### config.mk
export PLATFORM = sky130hd
export DESIGN_NAME = regwr_port
export DESIGN_NICKNAME = d
export VERILOG_FILES = /design/src/rtl/regwr_pkg.sv /design/src/rtl/regwr_prot_match.sv /design/src/rtl/regwr_addr_track.sv /design/src/rtl/regwr_pipe_issue.sv /design/src/rtl/regwr_port.sv
export SDC_FILE = /design/constraint.sdc
export NUM_CORES = 1
export LEC_CHECK = 0
export ABC_AREA = 1
export BUFFER_PORTS_ARGS = -buffer_cell sky130_fd_sc_hd__buf_2
export CAP_MARGIN = 5
export CORE_UTILIZATION = 42
export CTS_CLUSTER_DIAMETER = 100
export DETAILED_ROUTE_END_ITERATION = 10
export GPL_ROUTABILITY_DRIVEN = 0
export SLEW_MARGIN = 30
export SYNTH_ARGS = -nofsm -noshare
export SYNTH_HDL_FRONTEND = slang
export SYNTH_HIERARCHICAL = 1
export SYNTH_SLANG_ARGS = --single-unit
### constraint.sdc
create_clock -name clk -period 4.5 [get_ports clk]
set_input_delay 1.35 -clock clk [delete_from_list [all_inputs] [get_ports clk]]
set_output_delay 1.35 -clock clk [all_outputs]
set_load 0.005 [all_outputs]
### src/rtl/regwr_pkg.sv
// Shared constants for the register write port.
// Assumes the address word carries the register index in its low bits,
// the no-increment flag just above it, and the pipe code in the top byte.
package regwr_pkg;
    localparam int CODE_W    = 8;   // pipe code field width (top of address)
    localparam int REG_IDX_W = 18;  // register index width; next bit is no-increment
    localparam int WORD_W    = 32;  // default address / data width

    typedef enum logic {
        SPACE_REG  = 1'b0,
        SPACE_PIPE = 1'b1
    } space_e;
endpackage

### src/rtl/regwr_prot_match.sv
// Protection table lookup: flags a hit when any base/mask entry matches.
// Assumes the table is fixed at elaboration; purely combinational.
module regwr_prot_match #(
    parameter int AW = 32,
    parameter int N  = 4,
    parameter logic [N*AW-1:0] BASE = '0,
    parameter logic [N*AW-1:0] MASK = '0
) (
    input  logic [AW-1:0] addr,
    output logic          hit
);
    logic [N-1:0] entry_hit;

    // One comparator per table entry
    for (genvar i = 0; i < N; i++) begin : g_entry
        assign entry_hit[i] = ((addr & MASK[i*AW +: AW]) == BASE[i*AW +: AW]);
    end

    // Any entry grants access
    assign hit = |entry_hit;
endmodule

### src/rtl/regwr_addr_track.sv
// Latched address state: holds the target address, its valid flag and the
// protection fault, and presents the effective values for the current cycle
// (a same-cycle address write takes precedence over the latched state).
// Assumes `step` is only raised for an accepted data write.
module regwr_addr_track
    import regwr_pkg::*;
#(
    parameter int AW   = 32,
    parameter int RA_W = REG_IDX_W
) (
    input  logic          clk,
    input  logic          rst_n,
    input  logic          accept,
    input  logic          addr_we,
    input  logic          addr_chk,
    input  logic [AW-1:0] addr_wdata,
    input  logic          prot_hit,
    input  logic          step,
    output logic [AW-1:0] eff_addr,
    output logic          eff_vld,
    output logic          eff_fault,
    output space_e        eff_space
);
    localparam int CODE_LSB = AW - CODE_W;

    logic [AW-1:0] lat_addr;
    logic          lat_vld;
    logic          lat_fault;
    logic [AW-1:0] next_addr;

    // Effective target for this cycle: new address wins over latched one
    always_comb begin
        eff_addr  = addr_we ? addr_wdata : lat_addr;
        eff_vld   = addr_we | lat_vld;
        eff_fault = addr_we ? (addr_chk & ~prot_hit) : lat_fault;
        eff_space = (|eff_addr[AW-1:CODE_LSB]) ? SPACE_PIPE : SPACE_REG;
    end

    // Advance the index field of the space being addressed
    always_comb begin
        next_addr = eff_addr;
        if (step) begin
            if (eff_space == SPACE_PIPE)
                next_addr[AW-1:CODE_LSB] = eff_addr[AW-1:CODE_LSB] + 1'b1;
            else
                next_addr[RA_W-1:0] = eff_addr[RA_W-1:0] + 1'b1;
        end
    end

    // Latch the effective state whenever the port is not stalled
    always_ff @(posedge clk) begin
        if (!rst_n) begin
            lat_addr  <= '0;
            lat_vld   <= 1'b0;
            lat_fault <= 1'b0;
        end else if (accept) begin
            lat_addr  <= next_addr;
            lat_vld   <= eff_vld;
            lat_fault <= eff_fault;
        end
    end
endmodule

### src/rtl/regwr_pipe_issue.sv
// Pipe write holder: captures one pipe command and keeps it on the bus
// until completion is reported. Assumes `issue` is never raised while busy.
module regwr_pipe_issue
    import regwr_pkg::*;
#(
    parameter int DW = 32
) (
    input  logic              clk,
    input  logic              rst_n,
    input  logic              issue,
    input  logic [CODE_W-1:0] code_in,
    input  logic [DW-1:0]     data_in,
    input  logic              done,
    output logic              req,
    output logic [CODE_W-1:0] code,
    output logic [DW-1:0]     data
);
    // Request flag: set on issue, cleared on completion
    always_ff @(posedge clk) begin
        if (!rst_n)
            req <= 1'b0;
        else if (req)
            req <= ~done;
        else
            req <= issue;
    end

    // Command payload: loaded on issue, held while pending
    always_ff @(posedge clk) begin
        if (!rst_n) begin
            code <= '0;
            data <= '0;
        end else if (!req && issue) begin
            code <= code_in;
            data <= data_in;
        end
    end
endmodule

### src/rtl/regwr_port.sv
// Register write address/data port. A controller writes an address
// destination (privileged or protection-checked) and a data destination;
// each data write becomes a register write or a pipe write.
// Assumes at most one address and one data write per cycle.
module regwr_port
    import regwr_pkg::*;
#(
    parameter int AW     = WORD_W,
    parameter int DW     = WORD_W,
    parameter int RA_W   = REG_IDX_W,
    parameter int PROT_N = 4,
    parameter logic [PROT_N*AW-1:0] PROT_BASE =
        {32'hA000_0000, 32'h0004_2000, 32'h0000_8000, 32'h0000_1000},
    parameter logic [PROT_N*AW-1:0] PROT_MASK =
        {32'hFF00_0000, 32'hFFFF_FF00, 32'hFFFF_FF00, 32'hFFFF_F000},
    parameter int ND_N = 2,
    parameter logic [ND_N*CODE_W-1:0] ND_CODES = {8'h86, 8'h84}
) (
    input  logic              clk,
    input  logic              rst_n,
    input  logic              addr_we,
    input  logic              addr_chk,
    input  logic [AW-1:0]     addr_wdata,
    input  logic              data_we,
    input  logic [DW-1:0]     data_wdata,
    input  logic              pipe_done,
    output logic              reg_wr_valid,
    output logic [RA_W-1:0]   reg_wr_addr,
    output logic [DW-1:0]     reg_wr_data,
    output logic              pipe_req,
    output logic [CODE_W-1:0] pipe_code,
    output logic [DW-1:0]     pipe_data,
    output logic              prot_fault,
    output logic              stall
);
    localparam int NOINC_BIT = RA_W;
    localparam int CODE_LSB  = AW - CODE_W;

    logic              accept;
    logic              prot_hit;
    logic [AW-1:0]     eff_addr;
    logic              eff_vld;
    logic              eff_fault;
    space_e            eff_space;
    logic [CODE_W-1:0] eff_code;
    logic [ND_N-1:0]   nd_hits;
    logic              eff_nodata;
    logic              do_data;
    logic              fire_nodata;
    logic              step;
    logic              pipe_issue;
    logic [DW-1:0]     pipe_payload;
    logic              fault_q;

    assign accept = ~pipe_req;

    regwr_prot_match #(
        .AW(AW), .N(PROT_N), .BASE(PROT_BASE), .MASK(PROT_MASK)
    ) prot_i (
        .addr (addr_wdata),
        .hit  (prot_hit)
    );

    regwr_addr_track #(.AW(AW), .RA_W(RA_W)) track_i (
        .clk        (clk),
        .rst_n      (rst_n),
        .accept     (accept),
        .addr_we    (addr_we),
        .addr_chk   (addr_chk),
        .addr_wdata (addr_wdata),
        .prot_hit   (prot_hit),
        .step       (step),
        .eff_addr   (eff_addr),
        .eff_vld    (eff_vld),
        .eff_fault  (eff_fault),
        .eff_space  (eff_space)
    );

    assign eff_code = eff_addr[AW-1:CODE_LSB];

    // One comparator per no-data pipe code
    for (genvar i = 0; i < ND_N; i++) begin : g_nodata
        assign nd_hits[i] = (eff_code == ND_CODES[i*CODE_W +: CODE_W]);
    end

    // Decide what this cycle's writes produce
    always_comb begin
        eff_nodata   = (eff_space == SPACE_PIPE) && (|nd_hits);
        do_data      = accept && data_we && eff_vld && !eff_fault && !eff_nodata;
        fire_nodata  = accept && addr_we && !eff_fault && eff_nodata;
        step         = do_data && !eff_addr[NOINC_BIT];
        pipe_issue   = fire_nodata || (do_data && (eff_space == SPACE_PIPE));
        pipe_payload = fire_nodata ? '0 : data_wdata;
    end

    regwr_pipe_issue #(.DW(DW)) pipe_i (
        .clk     (clk),
        .rst_n   (rst_n),
        .issue   (pipe_issue),
        .code_in (eff_code),
        .data_in (pipe_payload),
        .done    (pipe_done),
        .req     (pipe_req),
        .code    (pipe_code),
        .data    (pipe_data)
    );

    // Register write bus: one-cycle strobe, payload held between writes
    always_ff @(posedge clk) begin
        if (!rst_n) begin
            reg_wr_valid <= 1'b0;
            reg_wr_addr  <= '0;
            reg_wr_data  <= '0;
        end else begin
            reg_wr_valid <= do_data && (eff_space == SPACE_REG);
            if (do_data && (eff_space == SPACE_REG)) begin
                reg_wr_addr <= eff_addr[RA_W-1:0];
                reg_wr_data <= data_wdata;
            end
        end
    end

    // Visible fault flag, refreshed on each accepted cycle
    always_ff @(posedge clk) begin
        if (!rst_n)
            fault_q <= 1'b0;
        else if (accept)
            fault_q <= eff_fault;
    end

    assign prot_fault = fault_q;
    assign stall      = pipe_req;
endmodule

; ---- Word level (Yosys, flattened, before mapping)
; Cells that the tools add are included.
[totals]
ff_bits = 126
elab_cells = 54
[op_classes]
n_addsub = 2
eq_ne = 6
mux = 9
n_bitwise = 6
n_reduce_logical = 21
[op_table]
columns = cell, n
row1 = $mux 32, 2
row2 = $mux 18, 2
row3 = $eq 24x11->1 const B, 1
row4 = $eq 24x8->1 const B, 1
row5 = $eq 8x8->1 const B, 3
row6 = $eq 20x1->1 const B, 1
row7 = $add 18x1->18 const B, 1
row8 = $mux 8, 2
row9 = $logic_and 1x1->1, 12
row10 = $add 8x1->8 const B, 1
row11 = $reduce_or 8->1, 1
row12 = $logic_not 1->1, 4
row13 = $not 1->1, 4
row14 = $reduce_or 4->1, 1
row15 = $mux 1, 3
row16 = $reduce_and 2->1, 1
row17 = $reduce_or 2->1, 1
row18 = $and 1x1->1, 1
row19 = $logic_or 1x1->1, 1
row20 = $or 1x1->1, 1

; ---- Longest topological paths before layout
; Gate-level depths: netlist (run 1).
[logic_depth]
word_depth = 11
ltp_mapped = 24
ltp_nobuf = 21

; ---- Cells and area by module
; Netlist (run 1), hierarchy kept.
[by_module_without_submodules]
columns = mod, instances, cells_each, area_per_inst_um2
row1 = regwr_addr_track, 1, 423, 2645.0
row2 = regwr_port, 1, 414, 2493.6
row3 = regwr_pipe_issue, 1, 265, 1786.7
row4 = regwr_prot_match, 1, 36, 155.1

; ---- Worst setup path after synthesis (run 1)
; No wires, ideal clock.
[synth_timing]
path_kind = input port to flip-flop
startpoint = in addr_we
endpoint = reg track_i.lat_addr[27]
setup_ps = 70
arrival_time_ps = 3562
required_time_ps = 4430
slack_ps = 868
stages = 18
path_cell_list = buf_6 buf_6 o21ai_1 ha_1 nand3_2 nor2_4 nand2_4 nand2_1 nor2_1 nand2_1 nand2_1 nor2_1 buf_4 inv_1 nor3_2 xor2_1 nand2_1 a21oi_1
[synth_via]
elab_chain_len = 8
word_cells_on_any_way = 19
classes_between = add/sub: 1 / eq/ne: 2 / mux: 5 / bitwise: 1 / reduce/logical: 10
[synth_rtl]
columns = element, line
row1 = from (decl), regwr_port.sv:21  ; input logic addr_we,
row2 = $mux 32, regwr_addr_track.sv:33  ; eff_addr = addr_we ? addr_wdata : lat_addr;
row3 = $reduce_or 8->1, regwr_addr_track.sv:36  ; eff_space = (|eff_addr[AW-1:CODE_LSB]) ? SPACE_PIPE : SPACE_REG;
row4 = $mux 1, regwr_addr_track.sv:36
row5 = net eff_space, regwr_port.sv:44  ; space_e eff_space;
row6 = $logic_and 1x1->1, regwr_port.sv:88  ; eff_nodata = (eff_space == SPACE_PIPE) && (|nd_hits);
row7 = $logic_not 1->1, regwr_port.sv:89  ; do_data = accept && data_we && eff_vld && !eff_fault && !eff_nodata;
row8 = $logic_and 1x1->1, regwr_port.sv:89
row9 = $logic_and 1x1->1, regwr_port.sv:91  ; step = do_data && !eff_addr[NOINC_BIT];
row10 = net step, regwr_port.sv:50  ; logic step;
row11 = $mux 8, regwr_addr_track.sv:42  ; if (step) begin
row12 = to (signal assigned), regwr_addr_track.sv:57  ; lat_addr <= next_addr;
row13 = to (decl), regwr_addr_track.sv:26  ; logic [AW-1:0] lat_addr;
; The timed path passes the listed nets, and every way through them passes these cells.
; A chain may end at the register's enable or synchronous reset.

; ---- Worst setup path in the final report (run 1)
[layout_timing]
startpoint = in addr_we
endpoint = reg track_i.lat_addr[30]
; Same word-level chain as after synthesis.

==> results of run 1 <==
[metrics by stage]
step / hold slack, ps / utilization / power, mW / cells
floorplan: 435 / - / 1.50 / 1098
global placement: 454 / 0.477 / 1.62 / 1433
detailed placement: 456 / 0.477 / 1.63 / 1433
CTS: 465 / 0.514 / 3.03 / 1465
global route: 488 / 0.515 / 3.14 / 1465
finish: 463 / 0.515 / 2.99 / 1465
[power groups by stage]
stage	Clock, mW	Sequential (mW)	Combinational (mW)
floorplan	0	1.20	0.298
global placement	0	1.20	0.425
detailed placement	0	1.20	0.426
CTS	1.42	1.18	0.428
global route	1.48	1.18	0.486
finish	1.39	1.18	0.426
[cells in the final DEF (no fill, tap or decap), types with 2 or more instances in the layout]
cell type	count
ha_1	3
o21ai_0	18
o211ai_1	2
nor2_1	227
dfxtp_1	122
xor2_1	6
inv_2	4
a21oi_1	26
nand2_2	17
inv_1	184
or2_1	2
nand2_4	3
o21ai_2	4
or2_2	2
buf_2	162
o21ai_1	9
bufinv_16	3
nand4_1	5
clkbuf_16	17
nand3_2	3
clkbuf_1	3
buf_4	12
nand2_1	305
nor2_2	9
clkinv_2	3
clkinvlp_4	3
nand3_1	73
nor2_8	2
nor2_4	4
nand3b_1	2
inv_6	2
[layout make-up]
| type | count | area share |
|---|---|---|
| repair buffers | 175 | 0.112 |
| multi-input cells | 731 | 0.396 |
| clock inverters | 11 | 0.0178 |
| inverters | 189 | 0.0874 |
| flip-flops and latches | 122 | 0.299 |
| well taps | 216 | 0.0331 |
| clock buffers | 21 | 0.0551 |
[critical path: stages]
cell,delay [ps]
buf_2,280
nand2_1,90
o21ai_1,210
ha_1,230
nand3_2,90
nor2_4,170
nand2_4,120
nand2_1,90
nor2_1,60
nand2_1,80
nand2_1,50
nor2_1,340
buf_4,220
nand3_1,100
nor2_1,180
nand3_1,110
nand2_1,70
inv_1,40
o21ai_1,110
a21oi_1,70
[registers in the layout, summed over array words and instances (netlist names)]
name / flops
pipe_i/data: 32
reg_wr_data: 32
track_i/lat_addr: 27
reg_wr_addr: 18
pipe_i/code: 8
pipe_i/req: 1
prot_fault: 1
reg_wr_valid: 1
track_i/lat_fault: 1
track_i/lat_vld: 1
[per-layer routing]
metal / track usage / routed length (µm) / part of all wire / up-vias
met5: 0 / 0 / 0 / -
met4: 0.0609 / 99 / 0.0057 / 0
met3: 0.0549 / 849 / 0.049 / 8
met2: 0.357 / 8090 / 0.47 / 127
met1: 0.262 / 8310 / 0.48 / 2830
li1: - / - / - / 3525
[worst max-delay path by stage]
| stage | start | to | slack (ps) | cells past startpoint |
|---|---|---|---|---|
| after floorplan | addr_we | track_i/lat_addr[27] | 870 | 18 |
| after global placement | addr_we | track_i/lat_addr[30] | 450 | 22 |
| after detailed placement | addr_we | track_i/lat_addr[30] | 350 | 22 |
| after CTS | addr_we | track_i/lat_addr[30] | 780 | 20 |
| after global routing | addr_we | track_i/lat_addr[30] | 370 | 20 |
| final | addr_we | track_i/lat_addr[30] | 710 | 20 |
==> run metrics, run 1 <==
share of cells above drive strength 1 0.206; CTS resizes 0; I/O Buffers 163; Sink Count 122; R2R setup slack 1600 ps; combinational share of power 0.142; post-DP HPWL 11.9 mm; Switching Share 0.270; GRT Util Overall 0.210; Hold Buf Count CTS 0; post-CTS setup buffers 0; CTS tree built; Final #Nets 1309; CP Launch Type input pin; unrepaired setup endpoints after global routing no; warnings from Yosys 6; Root Driver clkbuf_16; Total Wirelength 17.3 mm; worst hold stages 2; Worst-Skew Late Latency 410 ps; total grt overflow 0; P_leak 4.76 nW; synthesized cell area 6820 µm²; DRT Pass-1 Iters 5; Peak Freq 264 MHz; critical path fanouts, max 15; row count 46; beginning of the worst hold path track_i/lat_addr[6]; R2R Path Start track_i/lat_addr[24]; Worst VDD drop 258 µV; clock-pin slew on the worst setup and hold paths 60 ps; starting DRC count in detailed routing 317; critical path type in2reg; Routed Antenna Nets 0; post-route setup TNS 0 ps; syn_nets 1171; chip width 129 µm; Via Count 6490; final setup fails 0; syn_area_per_cell 6.21 µm²; crit path DAT 4060 ps; post-detailed-route via-to-cell ratio 4.43; Layout area overhead 19.8%; Die Y 129 µm; Max-Cap Viols 0; first-pass GRT wire length 27.8 mm; PnR worst setup slack 711 ps; switching pwr 0.809 mW; Seq pwr share 0.393; hold crit path type reg2reg; antenna cells 0; initial antenna violation count 0; fin area 8180 µm²; Layout fillers 1708; core area 15900 µm²; Fin. Hold Viols 0; worst r2r path cells 18; Cell Int Power 2.19 mW; Worst-Margin Slew 721 ps; final setup skew 11.9 ps; I/O pins 164; Cell Pwr Density 366 nW/µm²; hold endpoint track_i/lat_addr[6]; DR WL/cell 11.8 µm; worst rel slew slack 0.520; FF-to-FF End track_i/lat_addr[30]; post-synthesis cell count 1098; area of the multi-input gates 3240 µm²; storage element area 2440 µm²; post-placement setup slack 348 ps; placed inst area 7580 µm²; DRC errors left 0; Die ar. 16800 µm²; clock network fraction of total power 0.465; cts bufs inserted 17; Min Clock Period, post-route 3790 ps; status finished clean; H-tree levels 4; vias in the first global route 5809; clk buf depth 2; Slew Limit Fails 0; Initial Utilization 0.430; CP Capture Type flop; largest net degree at the start of global routing 102; Req. time, crit path 4770 ps; Tcrit/Tclk final 0.842
(Power assumes the default switching activity.)
==> inputs of run 2 (changes only) <==
==> constraint.sdc (replaced) <==
create_clock -name clk -period 3.5 [get_ports clk]
set_input_delay 1.05 -clock clk [delete_from_list [all_inputs] [get_ports clk]]
set_output_delay 1.05 -clock clk [all_outputs]
set_load 0.005 [all_outputs]
==> run metrics, run 2 (synthesis gave the netlist of run 1 again) <==
vias in the first global route 5973 (was 5809); unrepaired setup endpoints after global routing no (unchanged); final setup skew 10.6 ps (was 11.9 ps); crit path DAT 3290 ps (was 4060 ps); post-CTS setup buffers 0 (unchanged); commonest non-fill, non-tap cell in the layout nand2_1 (unchanged); P_leak 4.84 nW (was 4.76 nW); final setup fails 0 (unchanged); clock-pin slew on the worst setup and hold paths 60 ps (about the same); Worst-Skew Late Latency 420 ps (was 410 ps); worst rel slew slack 0.610 (was 0.520); Slew Limit Fails 0 (unchanged); share of cells above drive strength 1 0.216 (was 0.206); DR WL/cell 11.7 µm (was 11.8 µm); CP Launch Type input pin (unchanged); PnR worst setup slack 486 ps (was 711 ps); row count 46 (unchanged); post-route setup TNS 0 ps (unchanged); I/O pins 164 (unchanged); Routed Antenna Nets 0 (unchanged); Final #Nets 1322 (was 1309); DRC errors left 0 (unchanged); Fin. Hold Viols 0 (unchanged); Die Y 129 µm (unchanged); Layout fillers 1691 (was 1708); critical path fanouts, max 4 (was 15); Min Clock Period, post-route 3010 ps; Total Wirelength 17.2 mm (was 17.3 mm); Peak Freq 332 MHz; post-placement setup slack 98.0 ps (was 348 ps); largest registers pipe_i/data x32, reg_wr_data x32, track_i/lat_addr x27 (unchanged); peak per-stage delay on the critical path 200 ps (was 340 ps); Req. time, crit path 3780 ps (was 4770 ps); starting DRC count in detailed routing 376 (was 317); Worst VDD drop 312 µV (was 258 µV); Tcrit/Tclk final 0.861; cts bufs inserted 17 (unchanged); first-pass GRT wire length 28.1 mm (was 27.8 mm); critical path type in2reg (unchanged); Hold Buf Count CTS 0 (unchanged); most frequent cells in the layout nand2_1 (305), nor2_1 (227), inv_1 (184), buf_2 (162), dfxtp_1 (122) (unchanged); CTS resizes 0 (unchanged); Root Driver clkbuf_16 (unchanged); Sink Count 122 (unchanged); CTS tree built (unchanged); initial antenna violation count 0 (unchanged); Cell Pwr Density 462 nW/µm² (was 366 nW/µm²); CP max stage cell nor2_2 (was nor2_1); largest net degree at the start of global routing 95 (was 102); GRT Util Overall 0.212 (was 0.210); chip width 129 µm (unchanged); post-detailed-route via-to-cell ratio 4.44 (was 4.43); post-DP HPWL 12.2 mm (was 11.9 mm); Max-Cap Viols 0 (unchanged); CP Capture Type flop (unchanged); total grt overflow 0 (unchanged); status finished clean (unchanged); crit path cell chain buf_2 > nor2_2 > nand2_1 > nor2_1 > nand3_1 > nand3_1 > o21ai_0 > nor2_2 > and3_1 > nand2_1 > nor2_1 > buf_4 > nand3_1 > nor2_1 > nand3_1 > nand2_1 > inv_1 > o21ai_1 > a21oi_1 (was buf_2 > nand2_1 > o21ai_1 > ha_1 > nand3_2 > nor2_4 > nand2_4 > nand2_1 > nor2_1 > nand2_1 > nand2_1 > nor2_1 > buf_4 > nand3_1 > nor2_1 > nand3_1 > nand2_1 > inv_1 > o21ai_1 > a21oi_1); Layout area overhead 22.2% (was 19.8%); total power 3.85 mW (was 2.99 mW); hold crit path type reg2reg (unchanged); Worst-Margin Slew 584 ps (was 721 ps); Die ar. 16800 µm² (unchanged); Initial Utilization 0.430 (unchanged); Via Count 6565 (was 6490); core area 15900 µm² (unchanged); DRT Pass-1 Iters 5 (unchanged); H-tree levels 4 (unchanged); I/O Buffers 163 (unchanged); crit-path most repeated cell nand3_1 (was nand2_1); clk buf depth 2 (unchanged)
## run 2: layer usage
layer | GRT usage | routed length, µm | up-vias
met1 | 0.270 | 8250 | 2875
met2 | 0.352 | 8040 | 134
met4 | 0.0746 | 137 | 0
met5 | 0 | 0 | -
met3 | 0.0487 | 822 | 13
li1 | - | - | 3543
## run 2: area by class of cell
type	count	area (µm²)	share of cell area
Multi-Input combinational cell	731	3240	0.389
Sequential cell	122	2440	0.293
Timing Repair Buffer	188	1070	0.128
Inverter	189	714	0.0857
Clock buffer	18	439	0.0527
Tap cell	216	270	0.0324
Clock inverter	14	161	0.0194
Antenna cell	1	2.50	0.000300
## run 2: path summary, 6_finish.rpt
path | start | end | slack (ps) | cells past startpoint
max | addr_wdata[9] | track_i/lat_addr[30] | 490 | 19
min | track_i/lat_vld | track_i/lat_vld | 460 | 2
max reg2reg | track_i/lat_addr[24] | track_i/lat_addr[30] | 1100 | 18
min reg2reg | track_i/lat_vld | track_i/lat_vld | 460 | 2
## run 2: worst max-delay path: cells and delay by family
kind | cells | cell delay (ps)
compound gates | 3 | 350
buf+inv | 3 | 340
simple gates | 13 | 1540
## run 2: power breakdown
group          switching [mW]  internal [mW]
clock network           0.690           1.08
registers              0.0396           1.47
logic                   0.349          0.220
## run 2: per-stage QoR
stage / hold slack, ps / cell area (µm²) / instances / util
floorplan: 435 / 6820 / 1098 / -
global placement: 453 / 7740 / 1446 / 0.487
detailed placement: 456 / 7740 / 1446 / 0.487
CTS: 465 / 8340 / 1478 / 0.525
global route: 488 / 8340 / 1478 / 0.525
finish: 459 / 8340 / 1479 / 0.525
